===== config.mk =====
export PLATFORM = sky130hd
export DESIGN_NAME = bldc_commutator
export DESIGN_NICKNAME = d
export VERILOG_FILES = /design/src/rtl/bldc_pkg.sv /design/src/rtl/bldc_hall_decode.sv /design/src/rtl/bldc_precharge.sv /design/src/rtl/bldc_half_bridge.sv /design/src/rtl/bldc_commutator.sv
export SDC_FILE = /design/constraint.sdc
export NUM_CORES = 1
export LEC_CHECK = 0
export ABC_AREA = 1
export BUFFER_PORTS_ARGS = -buffer_cell sky130_fd_sc_hd__buf_4
export CAP_MARGIN = 30
export CORE_MARGIN = 4
export CORE_UTILIZATION = 43
export DETAILED_ROUTE_END_ITERATION = 6
export GPL_TIMING_DRIVEN = 1
export PLACE_DENSITY_LB_ADDON = 0.25
export SLEW_MARGIN = 10
export SYNTH_ARGS = -nofsm -noshare
export SYNTH_HDL_FRONTEND = slang
export SYNTH_SLANG_ARGS = --single-unit

===== constraint.sdc =====
create_clock -name clk -period 2.45 [get_ports clk]
set_input_delay 0.1225 -clock clk [delete_from_list [all_inputs] [get_ports clk]]
set_output_delay 0.1225 -clock clk [all_outputs]
set_load 0.01 [all_outputs]

===== src/rtl/bldc_pkg.sv =====
// Shared types for the commutation controller.
package bldc_pkg;
    // Role a phase plays in the current commutation step.
    typedef enum logic [1:0] {
        PH_FLOAT  = 2'b00,
        PH_SWITCH = 2'b01,
        PH_LOW    = 2'b10
    } phase_role_t;
endpackage


===== src/rtl/bldc_hall_decode.sv =====
// Hall decoder: maps the Hall code and direction to a role per phase.
// Assumes synchronized inputs. Codes 000 and 111 make every phase float.
// Output index 2 = phase A, 1 = B, 0 = C.
module bldc_hall_decode
    import bldc_pkg::*;
(
    input  logic                    dir,
    input  logic [2:0]              hall,
    output phase_role_t [2:0]       role
);
    phase_role_t [2:0] fwd;

    // Forward-direction table lookup.
    always_comb begin
        case (hall)
            3'b101:  fwd = {PH_SWITCH, PH_FLOAT,  PH_LOW};
            3'b100:  fwd = {PH_FLOAT,  PH_SWITCH, PH_LOW};
            3'b110:  fwd = {PH_LOW,    PH_SWITCH, PH_FLOAT};
            3'b010:  fwd = {PH_LOW,    PH_FLOAT,  PH_SWITCH};
            3'b011:  fwd = {PH_FLOAT,  PH_LOW,    PH_SWITCH};
            3'b001:  fwd = {PH_SWITCH, PH_LOW,    PH_FLOAT};
            default: fwd = {PH_FLOAT,  PH_FLOAT,  PH_FLOAT};
        endcase
    end

    // Reverse direction swaps the switched and held-low roles per phase.
    for (genvar g = 0; g < 3; g++) begin : g_dir
        always_comb begin
            if (dir || fwd[g] == PH_FLOAT)
                role[g] = fwd[g];
            else if (fwd[g] == PH_SWITCH)
                role[g] = PH_LOW;
            else
                role[g] = PH_SWITCH;
        end
    end
endmodule


===== src/rtl/bldc_precharge.sv =====
// Bootstrap refresh timer: flags PRE_CYC cycles starting with the cycle in
// which the Hall code differs from the last sampled code.
// Assumes PRE_CYC >= 1.
module bldc_precharge #(
    parameter int PRE_CYC = 180
) (
    input  logic       clk,
    input  logic       rst_n,
    input  logic [2:0] hall,
    output logic       pre_active
);
    localparam int PW = $clog2(PRE_CYC + 1);
    localparam logic [PW-1:0] LOAD = PW'(PRE_CYC - 1);

    logic [2:0]    hall_q;
    logic [PW-1:0] left;
    logic          edge_seen;

    // Detect a code change against the previous cycle.
    assign edge_seen  = (hall != hall_q);
    assign pre_active = edge_seen || (left != '0);

    // Track the last code and count down the remaining refresh cycles.
    always_ff @(posedge clk) begin
        if (!rst_n) begin
            hall_q <= 3'b000;
            left   <= '0;
        end else begin
            hall_q <= hall;
            if (edge_seen)
                left <= LOAD;
            else if (left != '0)
                left <= left - 1'b1;
        end
    end
endmodule


===== src/rtl/bldc_half_bridge.sv =====
// One half-bridge gate stage with dead-time interlock.
// A gate turns off at the next edge once its request drops. It turns on only
// after both gates have been off for DT_EFF cycles. A low enable forces both
// outputs off combinationally. Assumes rq_hi and rq_lo are never both set.
module bldc_half_bridge #(
    parameter int DT_EFF = 100
) (
    input  logic clk,
    input  logic rst_n,
    input  logic enable,
    input  logic rq_hi,
    input  logic rq_lo,
    output logic out_hi,
    output logic out_lo
);
    localparam int CW = $clog2(DT_EFF + 1);
    localparam logic [CW-1:0] IDLE_MAX = CW'(DT_EFF - 1);

    logic          hi_q;
    logic          lo_q;
    logic [CW-1:0] idle;
    logic          may_on;

    // The complementary gate has been off for long enough.
    assign may_on = (idle >= IDLE_MAX);

    // Gate state registers plus a saturating count of both-off cycles.
    always_ff @(posedge clk) begin
        if (!rst_n) begin
            hi_q <= 1'b0;
            lo_q <= 1'b0;
            idle <= '0;
        end else begin
            hi_q <= enable && rq_hi && (hi_q || (!lo_q && may_on));
            lo_q <= enable && rq_lo && (lo_q || (!hi_q && may_on));
            if (hi_q || lo_q)
                idle <= '0;
            else if (idle != IDLE_MAX)
                idle <= idle + 1'b1;
        end
    end

    // The enable kill bypasses the registers.
    assign out_hi = hi_q && enable;
    assign out_lo = lo_q && enable;
endmodule


===== src/rtl/bldc_commutator.sv =====
// Six-step commutation controller: Hall decode, bootstrap refresh override,
// brake override, per-phase dead time and a gate-change strobe.
// Assumes all inputs are already synchronous to clk.
module bldc_commutator
    import bldc_pkg::*;
#(
    parameter int DT_CYC     = 100,
    parameter int MIN_DT_CYC = 3,
    parameter int PRE_CYC    = 180
) (
    input  logic       clk,
    input  logic       rst_n,
    input  logic       enable,
    input  logic [2:0] hall,
    input  logic       dir,
    input  logic       pwm,
    input  logic       brake_n,
    output logic [2:0] gate_hi,
    output logic [2:0] gate_lo,
    output logic       sw_strobe
);
    localparam int DT_EFF = (DT_CYC < MIN_DT_CYC) ? MIN_DT_CYC : DT_CYC;

    phase_role_t [2:0] role;
    logic              pre_active;
    logic [2:0]        rq_hi;
    logic [2:0]        rq_lo;
    logic [5:0]        gates_q;

    bldc_hall_decode u_decode (
        .dir  (dir),
        .hall (hall),
        .role (role)
    );

    bldc_precharge #(.PRE_CYC(PRE_CYC)) u_pre (
        .clk        (clk),
        .rst_n      (rst_n),
        .hall       (hall),
        .pre_active (pre_active)
    );

    for (genvar g = 0; g < 3; g++) begin : g_phase
        // Gate request: brake first, then refresh override, then role.
        always_comb begin
            rq_hi[g] = 1'b0;
            rq_lo[g] = 1'b0;
            if (!brake_n) begin
                rq_lo[g] = 1'b1;
            end else begin
                case (role[g])
                    PH_SWITCH: begin
                        rq_hi[g] = pwm && !pre_active;
                        rq_lo[g] = !pwm || pre_active;
                    end
                    PH_LOW:  rq_lo[g] = 1'b1;
                    default: ;
                endcase
            end
        end

        bldc_half_bridge #(.DT_EFF(DT_EFF)) u_bridge (
            .clk    (clk),
            .rst_n  (rst_n),
            .enable (enable),
            .rq_hi  (rq_hi[g]),
            .rq_lo  (rq_lo[g]),
            .out_hi (gate_hi[g]),
            .out_lo (gate_lo[g])
        );
    end

    // Previous gate vector for change detection.
    always_ff @(posedge clk) begin
        if (!rst_n)
            gates_q <= '0;
        else
            gates_q <= {gate_hi, gate_lo};
    end

    assign sw_strobe = ({gate_hi, gate_lo} != gates_q);
endmodule


==> run_summary.xml <==
<?xml version="1.0" encoding="UTF-8"?>
<metrics>
  <group name="run_status">
    <metric name="run_status" unit="">completed</metric>
  </group>
  <group name="timing">
    <metric name="maxSlewHeadroom" unit="%">76.4</metric>
    <metric name="hold_viol_final" unit="">0</metric>
    <metric name="fin_crit_sh" unit="%">59.3</metric>
    <metric name="fmax" unit="MHz">688</metric>
    <metric name="hold-worst-slack" unit="ns">0.0388</metric>
    <metric name="finalSetupViolations" unit="">0</metric>
    <metric name="skew" unit="ns">0.00652</metric>
    <metric name="timing.setup.tns" unit="ns">0</metric>
    <metric name="finalCriticalPeriod" unit="ns">1.45</metric>
    <metric name="rsz_0062_raised_after_global_routing" unit="">no</metric>
    <metric name="worstMarginPinSlew" unit="ns">0.352</metric>
    <metric name="finalWorstSetupSlack" unit="ns">0.996</metric>
    <metric name="max_slew_vio_count" unit="">0</metric>
  </group>
  <group name="power">
    <metric name="netSwitchingPower" unit="uW">376</metric>
    <metric name="switching_share" unit="%">26.6</metric>
    <metric name="combinationalPowerShare" unit="%">12.8</metric>
    <metric name="share_of_power_burned_in_the_clock_network" unit="%">33.6</metric>
    <metric name="vdd_drop_max" unit="mV">0.236</metric>
    <metric name="p_per_area" unit="nW/um^2">519</metric>
    <metric name="power_frac_seq" unit="%">53.5</metric>
    <metric name="leakagePower" unit="uW">0.00128</metric>
    <metric name="internal_power" unit="uW">1040</metric>
  </group>
  <group name="worst_setup_path">
    <metric name="critical_path.max_stage_delay" unit="ns">0.39</metric>
    <metric name="worst_setup_path_end_kind" unit="">output port</metric>
    <metric name="timing.critical_path.slowest_stage_cell" unit="">sky130_fd_sc_hd__dfxtp_1</metric>
    <metric name="critPathLaunch" unit="">g_phase[2].u_bridge.hi_q</metric>
    <metric name="cp-start-kind" unit="">register</metric>
    <metric name="rr_startpoint" unit="">g_phase[0].u_bridge.idle[0]</metric>
    <metric name="critical_path_peak_fanout" unit="">4</metric>
    <metric name="critical_path.n_buffers_inverters" unit="">1</metric>
    <metric name="worst_path_dominant_cell_family" unit="">flip-flops</metric>
    <metric name="worstSetupPathDepth" unit="">5</metric>
    <metric name="critPathRequiredTime" unit="ns">2.33</metric>
    <metric name="critical_path.cell_chain" unit="">nand2_1 -&gt; xnor2_1 -&gt; nor2_1 -&gt; nand4_1 -&gt; buf_4</metric>
    <metric name="crit_arrival" unit="ns">1.33</metric>
    <metric name="rr_worst_depth" unit="">7</metric>
    <metric name="path_class" unit="">reg -&gt; out</metric>
  </group>
  <group name="finish">
    <metric name="diodes" unit="">0</metric>
    <metric name="drive_above_1_share" unit="%">14.6</metric>
    <metric name="area.growth.synth_to_final" unit="%">10.2</metric>
    <metric name="nFillCells" unit="">594</metric>
    <metric name="finalNetCount" unit="">382</metric>
    <metric name="layoutNonFillerInstCount" unit="">429</metric>
  </group>
  <group name="logic_synthesis">
    <metric name="synth_most_common_cell" unit="">sky130_fd_sc_hd__inv_1</metric>
    <metric name="syn-cell-area" unit="sq um">2470</metric>
    <metric name="ys_top_cells_by_area" unit="">sky130_fd_sc_hd__dfxtp_1, sky130_fd_sc_hd__inv_1, sky130_fd_sc_hd__ha_1, sky130_fd_sc_hd__nand2_1, sky130_fd_sc_hd__nor2_1</metric>
    <metric name="synthCells" unit="">340</metric>
    <metric name="synth_cell_type_count" unit="">34</metric>
    <metric name="synth.largest_area_cell" unit="">sky130_fd_sc_hd__dfxtp_1</metric>
    <metric name="synth.yosys.seq_area_share" unit="%">35.6</metric>
    <metric name="synthesis.nets" unit="">366</metric>
    <metric name="post-synth-top-area-fraction" unit="%">35.6</metric>
    <metric name="synth_area_per_cell" unit="sq um">7.28</metric>
    <metric name="postSynth.topFlopCell" unit="">sky130_fd_sc_hd__dfxtp_1</metric>
    <metric name="synthTopCellsByCount" unit="">sky130_fd_sc_hd__inv_1, sky130_fd_sc_hd__nand2_1, sky130_fd_sc_hd__dfxtp_1</metric>
    <metric name="ys.warnings.count" unit="">0</metric>
    <metric name="register_bit_total_from_synthesis" unit="">44</metric>
    <metric name="edff_count_synth" unit="">0</metric>
    <metric name="synth-async-reset-ratio" unit="%">0</metric>
  </group>
  <group name="floorplanning">
    <metric name="initial_utilization" unit="%">44.7</metric>
    <metric name="io-pin-count" unit="">16</metric>
    <metric name="placementRows" unit="">27</metric>
    <metric name="fp.dieArea" unit="sq um">7030</metric>
    <metric name="area_of_the_core" unit="sq um">5540</metric>
    <metric name="floorplan.die.height" unit="microns">83.9</metric>
    <metric name="die_w" unit="microns">83.9</metric>
  </group>
  <group name="detailed_routing">
    <metric name="drt_first_pass_iters" unit="">4</metric>
    <metric name="drt_first_iter_violations" unit="">101</metric>
    <metric name="remaining_design_rule_violation_count" unit="">0</metric>
    <metric name="routed_wirelength" unit="microns">4190</metric>
    <metric name="avgRoutedWirePerCell" unit="microns">9.76</metric>
    <metric name="vias_per_cell" unit="">4.63</metric>
    <metric name="num_vias" unit="">1988</metric>
    <metric name="ant_nets" unit="">0</metric>
  </group>
  <group name="clock_tree">
    <metric name="cts.sinks" unit="">44</metric>
    <metric name="htree_num_levels" unit="">2</metric>
    <metric name="cts.repair_timing.setup_buffer_count" unit="">0</metric>
    <metric name="clkTransAtPathRegs" unit="ns">0.09</metric>
    <metric name="clock_tree_from_tritoncts" unit="">built</metric>
    <metric name="cts_hold_buffers" unit="">0</metric>
    <metric name="cts-buffers-inserted" unit="">5</metric>
    <metric name="cts-resized-gates" unit="">0</metric>
    <metric name="cell_at_the_root_of_the_clock_tree" unit="">sky130_fd_sc_hd__clkbuf_8</metric>
    <metric name="clk_path_buf_depth" unit="">2</metric>
    <metric name="source_to_sink_clock_delay_at_the_later_pin_of_the_worst_skew_pair" unit="ns">0.29</metric>
  </group>
  <group name="grt">
    <metric name="number_of_antenna_violations_at_the_first_check_in_global_routing" unit="">0</metric>
    <metric name="via_count_of_the_first_global_routing_pass" unit="">1909</metric>
    <metric name="gr-total-overflow" unit="">0</metric>
    <metric name="grt_pass1_wl" unit="microns">7950</metric>
    <metric name="grt_util_all_layers" unit="%">13.3</metric>
    <metric name="grt_start_max_net_pins" unit="">14</metric>
  </group>
  <group name="hold_path">
    <metric name="hp-start" unit="">brake_n</metric>
    <metric name="timing.hold.worst.class" unit="">in -&gt; reg</metric>
    <metric name="holdPathStages" unit="">2</metric>
  </group>
  <group name="flow_run">
    <metric name="max_cap_violations" unit="">0</metric>
  </group>
  <group name="placement">
    <metric name="routability_congestion" unit="">0.824</metric>
    <metric name="io_buffers" unit="">15</metric>
    <metric name="dp_hpwl" unit="microns">3240</metric>
    <metric name="placedCellCount" unit="">421</metric>
    <metric name="pre_cts_slack" unit="ns">0.776</metric>
  </group>
</metrics>
flip-flops by register name, summed over array words and instances, names as in the netlist:
register,count
g_phase.u_bridge.hi_q,3
g_phase.u_bridge.idle,21
g_phase.u_bridge.lo_q,3
u_pre.left,8
gates_q,6
u_pre.hall_q,3
layer usage:
| metal | vias to the layer above | track usage (%) | wire, microns |
|---|---|---|---|
| li1 | 1094 | - | - |
| met1 | 872 | 17.0 | 2150 |
| met2 | 20 | 22.2 | 1860 |
| met3 | 2 | 3.26 | 142 |
| met4 | 0 | 3.51 | 29 |
| met5 | - | 0 | 0 |
cell type report:
type,instances,area [sq um],share of cell area (%)
flip-flops and latches,44,881,32.3
clock inverters,1,7.51,0.275
multi-input cells,223,1300,47.5
repair buffers,15,113,4.13
well taps,72,90.1,3.30
clock buffers,7,86.3,3.17
inverters,67,253,9.27
cells by family after synthesis:
logic type,synth area share [%]
simple gates,28.4
flops,35.6
compound gates,10.1
xor+xnor,5.31
buf+inv,12.0
fa+ha+maj,8.59
layout by cell type, fill, tap and decap left out, types with 4 or more instances in the layout:
| cell type | Yosys | final |
|---|---|---|
| sky130_fd_sc_hd__a21oi_1 | 20 | 20 |
| sky130_fd_sc_hd__buf_4 | 6 | 15 |
| sky130_fd_sc_hd__clkbuf_8 | 0 | 6 |
| sky130_fd_sc_hd__dfxtp_1 | 44 | 44 |
| sky130_fd_sc_hd__ha_1 | 17 | 17 |
| sky130_fd_sc_hd__inv_1 | 57 | 57 |
| sky130_fd_sc_hd__inv_2 | 9 | 9 |
| sky130_fd_sc_hd__nand2_1 | 56 | 56 |
| sky130_fd_sc_hd__nand2_2 | 4 | 4 |
| sky130_fd_sc_hd__nand3_1 | 14 | 14 |
| sky130_fd_sc_hd__nand4_1 | 4 | 4 |
| sky130_fd_sc_hd__nor2_1 | 42 | 42 |
| sky130_fd_sc_hd__nor2_2 | 4 | 4 |
| sky130_fd_sc_hd__nor3_1 | 8 | 8 |
| sky130_fd_sc_hd__nor3_2 | 4 | 4 |
| sky130_fd_sc_hd__o21ai_0 | 9 | 9 |
| sky130_fd_sc_hd__o21ai_1 | 4 | 4 |
| sky130_fd_sc_hd__xnor2_1 | 10 | 10 |
| sky130_fd_sc_hd__xor2_1 | 5 | 5 |
power groups by stage:
stage,Sequential [uW],Combinational (uW),Clock [uW]
2_1_floorplan,770,137,0
3_3_place_gp,774,179,0
3_5_place_dp,774,183,0
4_1_cts,757,184,498
5_1_grt,761,216,524
6_report,757,181,476
stage by stage:
stage               power (uW)  utilization, %  instance area [sq um]
floorplan                  907               -                   2470
global placement           953            47.5                   2630
detailed placement         957            47.5                   2630
CTS                       1440            49.2                   2730
global route              1500            49.2                   2730
finish                    1410            49.2                   2730
worst paths after layout:
check / endpoint / slack (ns)
setup / recovery: sw_strobe / 1.0
hold / removal: g_phase[0].u_bridge.lo_q / 0.04
setup reg to reg: g_phase[0].u_bridge.idle[6] / 1.10
hold reg to reg: g_phase[2].u_bridge.idle[6] / 0.49
Power figures use the tool's default switching activity.
